`src/rtl/polyfir_pkg.sv`:
```
package polyfir_pkg;

  typedef enum logic {
    AXIS_H = 1'b0,
    AXIS_V = 1'b1
  } axis_e;

  localparam int unsigned NUM_AXES = 2;

endpackage

```
`src/rtl/polyfir_coef_bank.sv`:
```
module polyfir_coef_bank
  import polyfir_pkg::*;
#(
  parameter int unsigned COEF_W  = 9,
  parameter int unsigned TAPS    = 4,
  parameter int unsigned PHASES  = 16,
  localparam int unsigned PH_W   = $clog2(PHASES),
  localparam int unsigned TAP_W  = $clog2(TAPS),
  localparam int unsigned ROW_W  = TAPS * COEF_W
) (
  input  logic              clk_i,
  input  logic              rst_ni,
  input  logic              wr_en_i,
  input  logic              wr_axis_i,
  input  logic [PH_W-1:0]   wr_phase_i,
  input  logic [TAP_W-1:0]  wr_tap_i,
  input  logic [COEF_W-1:0] wr_coef_i,
  input  logic              rd_axis_i,
  input  logic [PH_W-1:0]   rd_phase_i,
  output logic [ROW_W-1:0]  rd_row_o
);

  logic [COEF_W-1:0] mem_q [NUM_AXES][PHASES][TAPS];

  // one write-enable per axis so each table is its own register bank
  for (genvar a = 0; a < NUM_AXES; a++) begin : g_axis
    logic wr_hit;
    assign wr_hit = wr_en_i && (wr_axis_i == a[0]);

    always_ff @(posedge clk_i or negedge rst_ni) begin
      if (!rst_ni) begin
        for (int p = 0; p < PHASES; p++) begin
          for (int t = 0; t < TAPS; t++) begin
            mem_q[a][p][t] <= '0;
          end
        end
      end else if (wr_hit) begin
        mem_q[a][wr_phase_i][wr_tap_i] <= wr_coef_i;
      end
    end
  end

  // combinational read: a same-edge write is not yet visible
  always_comb begin
    for (int t = 0; t < TAPS; t++) begin
      rd_row_o[t*COEF_W +: COEF_W] = mem_q[rd_axis_i][rd_phase_i][t];
    end
  end

endmodule

```
`src/rtl/polyfir_mac.sv`:
```
module polyfir_mac #(
  parameter int unsigned DATA_W  = 8,
  parameter int unsigned COEF_W  = 9,
  parameter int unsigned TAPS    = 4,
  localparam int unsigned WIN_W  = TAPS * DATA_W,
  localparam int unsigned ROW_W  = TAPS * COEF_W,
  localparam int unsigned PROD_W = DATA_W + 1 + COEF_W,
  localparam int unsigned SUM_W  = PROD_W + $clog2(TAPS)
) (
  input  logic                    clk_i,
  input  logic                    rst_ni,
  input  logic                    valid_i,
  input  logic [WIN_W-1:0]        win_i,
  input  logic [ROW_W-1:0]        row_i,
  output logic                    valid_o,
  output logic signed [SUM_W-1:0] sum_o
);

  logic signed [PROD_W-1:0] prod_d [TAPS];
  logic signed [PROD_W-1:0] prod_q [TAPS];
  logic                     v1_q;
  logic signed [SUM_W-1:0]  sum_d;

  // stage 1: per-tap multiply
  for (genvar t = 0; t < TAPS; t++) begin : g_tap
    logic signed [PROD_W-1:0] smp_ext;
    logic signed [PROD_W-1:0] cof_ext;
    assign smp_ext = $signed({{(PROD_W-DATA_W){1'b0}}, win_i[t*DATA_W +: DATA_W]});
    assign cof_ext = {{(PROD_W-COEF_W){row_i[t*COEF_W+COEF_W-1]}},
                      row_i[t*COEF_W +: COEF_W]};
    assign prod_d[t] = smp_ext * cof_ext;
  end

  always_ff @(posedge clk_i or negedge rst_ni) begin
    if (!rst_ni) begin
      v1_q <= 1'b0;
      for (int t = 0; t < TAPS; t++) prod_q[t] <= '0;
    end else begin
      v1_q <= valid_i;
      if (valid_i) begin
        for (int t = 0; t < TAPS; t++) prod_q[t] <= prod_d[t];
      end
    end
  end

  // stage 2: add tree
  always_comb begin
    sum_d = '0;
    for (int t = 0; t < TAPS; t++) begin
      sum_d = sum_d + {{(SUM_W-PROD_W){prod_q[t][PROD_W-1]}}, prod_q[t]};
    end
  end

  always_ff @(posedge clk_i or negedge rst_ni) begin
    if (!rst_ni) begin
      valid_o <= 1'b0;
      sum_o   <= '0;
    end else begin
      valid_o <= v1_q;
      if (v1_q) sum_o <= sum_d;
    end
  end

endmodule

```
`src/rtl/polyfir_clamp.sv`:
```
module polyfir_clamp #(
  parameter int unsigned DATA_W  = 8,
  parameter int unsigned SUM_W   = 20,
  parameter int unsigned FRAC_SH = 7
) (
  input  logic                    clk_i,
  input  logic                    rst_ni,
  input  logic                    valid_i,
  input  logic signed [SUM_W-1:0] sum_i,
  output logic                    valid_o,
  output logic [DATA_W-1:0]       pix_o
);

  localparam logic signed [SUM_W-1:0] PIX_MAX =
    $signed({{(SUM_W-DATA_W){1'b0}}, {DATA_W{1'b1}}});

  logic signed [SUM_W-1:0] shifted;
  logic [DATA_W-1:0]       pix_d;

  assign shifted = sum_i >>> FRAC_SH;

  always_comb begin
    if (shifted < 0)            pix_d = '0;
    else if (shifted > PIX_MAX) pix_d = '1;
    else                        pix_d = shifted[DATA_W-1:0];
  end

  always_ff @(posedge clk_i or negedge rst_ni) begin
    if (!rst_ni) begin
      valid_o <= 1'b0;
      pix_o   <= '0;
    end else begin
      valid_o <= valid_i;
      if (valid_i) pix_o <= pix_d;
    end
  end

  AST_CLAMP_LOW: assert property (@(posedge clk_i) disable iff (!rst_ni)
    (valid_i && sum_i < 0) |=> (pix_o == '0));

  AST_CLAMP_HIGH: assert property (@(posedge clk_i) disable iff (!rst_ni)
    (valid_i && (sum_i >>> FRAC_SH) > PIX_MAX) |=> (pix_o == '1));

  AST_IDLE_HOLD: assert property (@(posedge clk_i) disable iff (!rst_ni)
    !valid_i |=> ($stable(pix_o) && !valid_o));

endmodule

```
`src/rtl/polyfir_top.sv`:
```
module polyfir_top
  import polyfir_pkg::*;
#(
  parameter int unsigned DATA_W  = 8,
  parameter int unsigned COEF_W  = 9,
  parameter int unsigned TAPS    = 4,
  parameter int unsigned PHASES  = 16,
  parameter int unsigned FRAC_SH = 7,
  localparam int unsigned PH_W   = $clog2(PHASES),
  localparam int unsigned TAP_W  = $clog2(TAPS),
  localparam int unsigned WIN_W  = TAPS * DATA_W,
  localparam int unsigned ROW_W  = TAPS * COEF_W,
  localparam int unsigned PROD_W = DATA_W + 1 + COEF_W,
  localparam int unsigned SUM_W  = PROD_W + $clog2(TAPS)
) (
  input  logic              clk_i,
  input  logic              rst_ni,
  input  logic              wr_en_i,
  input  logic              wr_axis_i,
  input  logic [PH_W-1:0]   wr_phase_i,
  input  logic [TAP_W-1:0]  wr_tap_i,
  input  logic [COEF_W-1:0] wr_coef_i,
  input  logic              in_valid_i,
  input  logic              in_axis_i,
  input  logic [PH_W-1:0]   in_phase_i,
  input  logic [WIN_W-1:0]  in_win_i,
  output logic              out_valid_o,
  output logic [DATA_W-1:0] out_pix_o
);

  logic [ROW_W-1:0]        row;
  logic                    sum_valid;
  logic signed [SUM_W-1:0] sum;

  polyfir_coef_bank #(
    .COEF_W (COEF_W),
    .TAPS   (TAPS),
    .PHASES (PHASES)
  ) i_bank (
    .clk_i      (clk_i),
    .rst_ni     (rst_ni),
    .wr_en_i    (wr_en_i),
    .wr_axis_i  (wr_axis_i),
    .wr_phase_i (wr_phase_i),
    .wr_tap_i   (wr_tap_i),
    .wr_coef_i  (wr_coef_i),
    .rd_axis_i  (in_axis_i),
    .rd_phase_i (in_phase_i),
    .rd_row_o   (row)
  );

  polyfir_mac #(
    .DATA_W (DATA_W),
    .COEF_W (COEF_W),
    .TAPS   (TAPS)
  ) i_mac (
    .clk_i   (clk_i),
    .rst_ni  (rst_ni),
    .valid_i (in_valid_i),
    .win_i   (in_win_i),
    .row_i   (row),
    .valid_o (sum_valid),
    .sum_o   (sum)
  );

  polyfir_clamp #(
    .DATA_W  (DATA_W),
    .SUM_W   (SUM_W),
    .FRAC_SH (FRAC_SH)
  ) i_clamp (
    .clk_i   (clk_i),
    .rst_ni  (rst_ni),
    .valid_i (sum_valid),
    .sum_i   (sum),
    .valid_o (out_valid_o),
    .pix_o   (out_pix_o)
  );

  AST_LATENCY: assert property (@(posedge clk_i) disable iff (!rst_ni)
    out_valid_o |-> $past(in_valid_i, 3));

  AST_ISSUE_LAND: assert property (@(posedge clk_i) disable iff (!rst_ni)
    (in_valid_i && !out_valid_o) |=> 1'b1 ##1 1'b1 ##1 out_valid_o);

endmodule

```
`config.mk`:
```
export PLATFORM = sky130hd
export DESIGN_NAME = polyfir_top
export DESIGN_NICKNAME = d
export VERILOG_FILES = /design/src/rtl/polyfir_pkg.sv /design/src/rtl/polyfir_coef_bank.sv /design/src/rtl/polyfir_mac.sv /design/src/rtl/polyfir_clamp.sv /design/src/rtl/polyfir_top.sv
export SDC_FILE = /design/constraint.sdc
export NUM_CORES = 2
export LEC_CHECK = 0
export ABC_CLOCK_PERIOD_IN_PS = 12400
export CORE_MARGIN = 2
export CORE_UTILIZATION = 70
export CTS_BUF_LIST = sky130_fd_sc_hd__clkbuf_4 sky130_fd_sc_hd__clkbuf_8
export CTS_CLUSTER_DIAMETER = 30
export DETAILED_ROUTE_END_ITERATION = 10
export PLACE_DENSITY = 0.87
export SETUP_SLACK_MARGIN = 0.02
export SYNTH_ARGS = -nofsm -noshare
export SYNTH_HDL_FRONTEND = slang
export SYNTH_SLANG_ARGS = --single-unit
export TNS_END_PERCENT = 20
```
`constraint.sdc`:
```
create_clock -name clk_i -period 12.4 [get_ports clk_i]
set_clock_uncertainty 0.05 [all_clocks]
set_input_delay 1.24 -clock clk_i [delete_from_list [all_inputs] [get_ports clk_i]]
set_output_delay 1.24 -clock clk_i [all_outputs]
set_load 0.05 [all_outputs]
```
==> flow_summary.yaml <==
worst_setup_path:
  required_ps: 13080
  critPathArrivalTime_ps: 8670
  path_buf_inv: 4
  cp-start-kind: "input pin"
  path_class: "in2reg"
  cp_max_fo: 59
  max_stage_delay_ps: 770
  worstSetupEndpointType: "register"
  cp_cell_sequence: "buf_8 -> buf_4 -> mux4_2 -> mux4_2 -> mux2i_4 -> nor2b_1 -> fa_1 -> inv_1 -> fa_1 -> inv_1 -> fa_1 -> fa_1 -> fa_1 -> ha_1 -> and2_1 -> a311oi_1 -> a21oi_1 -> a211oi_1 -> a21oi_1 -> xnor2_1 -> a21oi_1"
  cpMaxStageDelayCell: "buf_4"
  cp_common_cell: "fa_1"
  crit_family: "adder cells"
power:
  p_leak_uw: 0.0370
  p_seq_share_pct: 39.6
  netSwitchingFraction_pct: 29.6
  vdd_drop_max_uv: 226
  pwr-share-clk_pct: 37.9
  p_total_uw: 11900
  pwr_density_cell_nw_per_um2: 160
  intPower_uw: 8380
  pwr-share-comb_pct: 22.4
  p_switching_uw: 3530
clocking:
  cts.hold.buffers_added: 0
  path_clk_slew_ps: 60
  cts_max_level: 4
  cts_tree: "done"
  clk_path_buf_depth: 3
  root_buffer: "clkbuf_8"
  clk_latency_ps: 920
  cts_sinks: 1248
  cts_resized: 0
  cts_setup_buffers: 0
  cts_buffers: 225
floorplanning:
  fp.dieArea_um2: 99300
  rows: 114
  ios: 66
  placeableCoreArea_um2: 96300
  die_h_um: 315
  start_util_pct: 70.3
  fp.dieW_um: 315
timing:
  finalSetupViolCount: 0
  rsz0062_at_grt: "false"
  finalHoldViolations: 0
  finalCritPeriodShare_pct: 64.4
  fmax_mhz: 125
  drv_slew: 0
  worst-slew-pin-transition_ps: 1290
  max_slew_margin_pct: 13.7
  setup_tns_ps: 0
  min_period_ps: 7990
routing:
  detail_route.wl_per_cell_um: 26.4
  drt_iter0_markers: 3246
  dr.pass1.iters: 5
  drc: 0
  drt_wl_total_um: 166000
  via_count: 41100
  viasPerCell: 6.55
  antenna_left: 0
yosys:
  ys_types: 61
  synth_top_area_cell: "dfrtp_1"
  syn_area_per_cell_um2: 14.3
  synth_edf_count: 0
  netlist_area_um2: 67700
  ys_top_cells_by_area: "dfrtp_1 46%, mux2_2 13%, mux4_2 12%"
  postSynthNetCount: 5232
  synth_seq_area_share_pct: 46.1
  ys_seq_elements: 1248
  yosys_warnings: 0
  synth.top_cell.area_share_pct: 46.1
  synth_cells: 4736
  ys.flop_type: "dfrtp_1"
  async_flop_share_pct: 100
final_layout:
  nets: 5310
  final.fill_count: 5209
  area_growth_pct: 10.2
  postLayoutCellArea_um2: 74600
  drive_above_1_share_pct: 34.1
  final_util_pct: 77.5
placement:
  place_area_um2: 69300
  port_buffers: 65
  gp_congestion: 0.898
  dp_hpwl_um: 103000
grt:
  grt_pass1_vias: 45100
  grt_use_total_pct: 34.8
  grt_pass1_wl_um: 262000
  antenna_found_initial: 6
  grt_overflow: 0
  grt_start_max_net_pins: 191
worst_hold_path:
  hp-class: "in2async"
flow_run:
  cap_violations: 0
run_status:
  status: "finished, final reports clean"
[cell usage after synthesis, drive strengths merged (2+ instances only)]
master	number
dfrtp	1248
mux2	1208
mux4	360
inv	291
ha	248
nand2	203
fa	191
clkbuf	189
nor2b	127
nor2	123
buf	69
a21oi	63
o21ai	58
nand2b	51
xnor2	48
mux2i	31
xor2	25
and2	24
nor3	24
a21o	21
or2	18
nand3	14
o21a	12
nor4	10
o211ai	9
a31oi	8
and3	8
o21bai	8
o31ai	7
or3	6
nand4	5
a211oi	4
a221oi	3
o22ai	3
o311ai	3
a2111oi	2
nand4b	2
o21ba	2
o41ai	2
[final cells by class]
cell class                      instances  area (µm²)  area share (%)
Clock inverter                         91        1310            1.75
Inverter                              291        1090            1.46
Clock buffer                          317        4040            5.41
Sequential cell                      1248       31200            41.8
Antenna cell                            2        5.00         0.00671
Timing Repair Buffer                  109        1020            1.37
Multi-Input combinational cell       2939       34300            46.0
Tap cell                             1276        1600            2.14
[through the flow]
step	std cells	hold slack, ps	worst slack, ps
2_1_floorplan	4736	302	4910
3_3_place_gp	5863	412	3500
3_5_place_dp	5863	413	3490
4_1_cts	6271	380	4430
5_1_grt	6273	434	3960
6_report	6273	326	4410
[cells in the final DEF, fill, tap and decap left out, drive strengths merged, types with 9 or more instances in the layout]
| cell | instances |
|---|---|
| or2 | 18 |
| mux2i | 31 |
| nor4 | 10 |
| mux2 | 1208 |
| nor3 | 24 |
| nand3 | 14 |
| nor2b | 127 |
| ha | 248 |
| xor2 | 25 |
| clkdlybuf4s50 | 49 |
| o21ai | 58 |
| dfrtp | 1248 |
| fa | 191 |
| mux4 | 360 |
| nand2b | 51 |
| xnor2 | 48 |
| clkinvlp | 15 |
| nand2 | 203 |
| buf | 60 |
| clkbuf | 317 |
| a21oi | 63 |
| a21o | 21 |
| clkinv | 39 |
| nor2 | 123 |
| bufinv | 27 |
| o211ai | 9 |
| inv | 301 |
| o21a | 12 |
| and2 | 24 |
[cells by family after synthesis]
group | count (synthesis) | synth area share (%)
multiplexers | 1599 | 32.9
flip-flops | 1248 | 46.1
AND/OR/NAND/NOR | 618 | 4.68
buffers and inverters | 549 | 3.23
adder cells (fa/ha/maj) | 439 | 10.2
AO/OA/AOI/OAI | 210 | 1.89
XOR/XNOR | 73 | 0.944
[sequential cells by signal (all words and copies together) (netlist names)]
name / count
i_clamp.valid_o: 1
i_bank.mem_q: 1152
i_clamp.pix_o: 8
i_mac.valid_o: 1
i_mac.v1_q: 1
i_mac.sum_o: 13
i_mac.prod_q: 72
[metal layers]
| layer | share of wire, % | vias up | GRT usage [%] |
|---|---|---|---|
| li1 | - | 17200 | - |
| met1 | 39 | 21800 | 45.7 |
| met2 | 49 | 1697 | 56.3 |
| met3 | 7.8 | 424 | 7.93 |
| met4 | 4.2 | 6 | 15.7 |
| met5 | 0.031 | - | 0 |
[power by group through the flow]
stage	registers (µW)	logic (µW)	clock network [µW]
floorplan	4730	1900	0
global placement	4740	2540	0
detailed placement	4770	2630	0
CTS	4710	2670	4550
global route	4760	2950	4750
finish	4720	2670	4520
[path summary, 6_finish.rpt]
| path | from | end | slack [ps] | depth (start not counted) |
|---|---|---|---|---|
| worst max register to register | i_bank.mem_q[8] | i_mac.prod_q[16] | 5640 | 18 |
| worst min-delay path | rst_ni | i_mac.prod_q[53] | 330 | 1 |
| worst max-delay path | in_axis_i | i_mac.prod_q[16] | 4410 | 21 |
| max in group asynchronous | rst_ni | i_bank.mem_q[1061] | 9310 | 3 |
| min in group clk_i | i_mac.prod_q[33] | i_mac.prod_q[33] | 420 | 2 |
| worst min register to register | i_mac.prod_q[33] | i_mac.prod_q[33] | 420 | 2 |
Note: power is estimated with default switching activity, not from simulation.
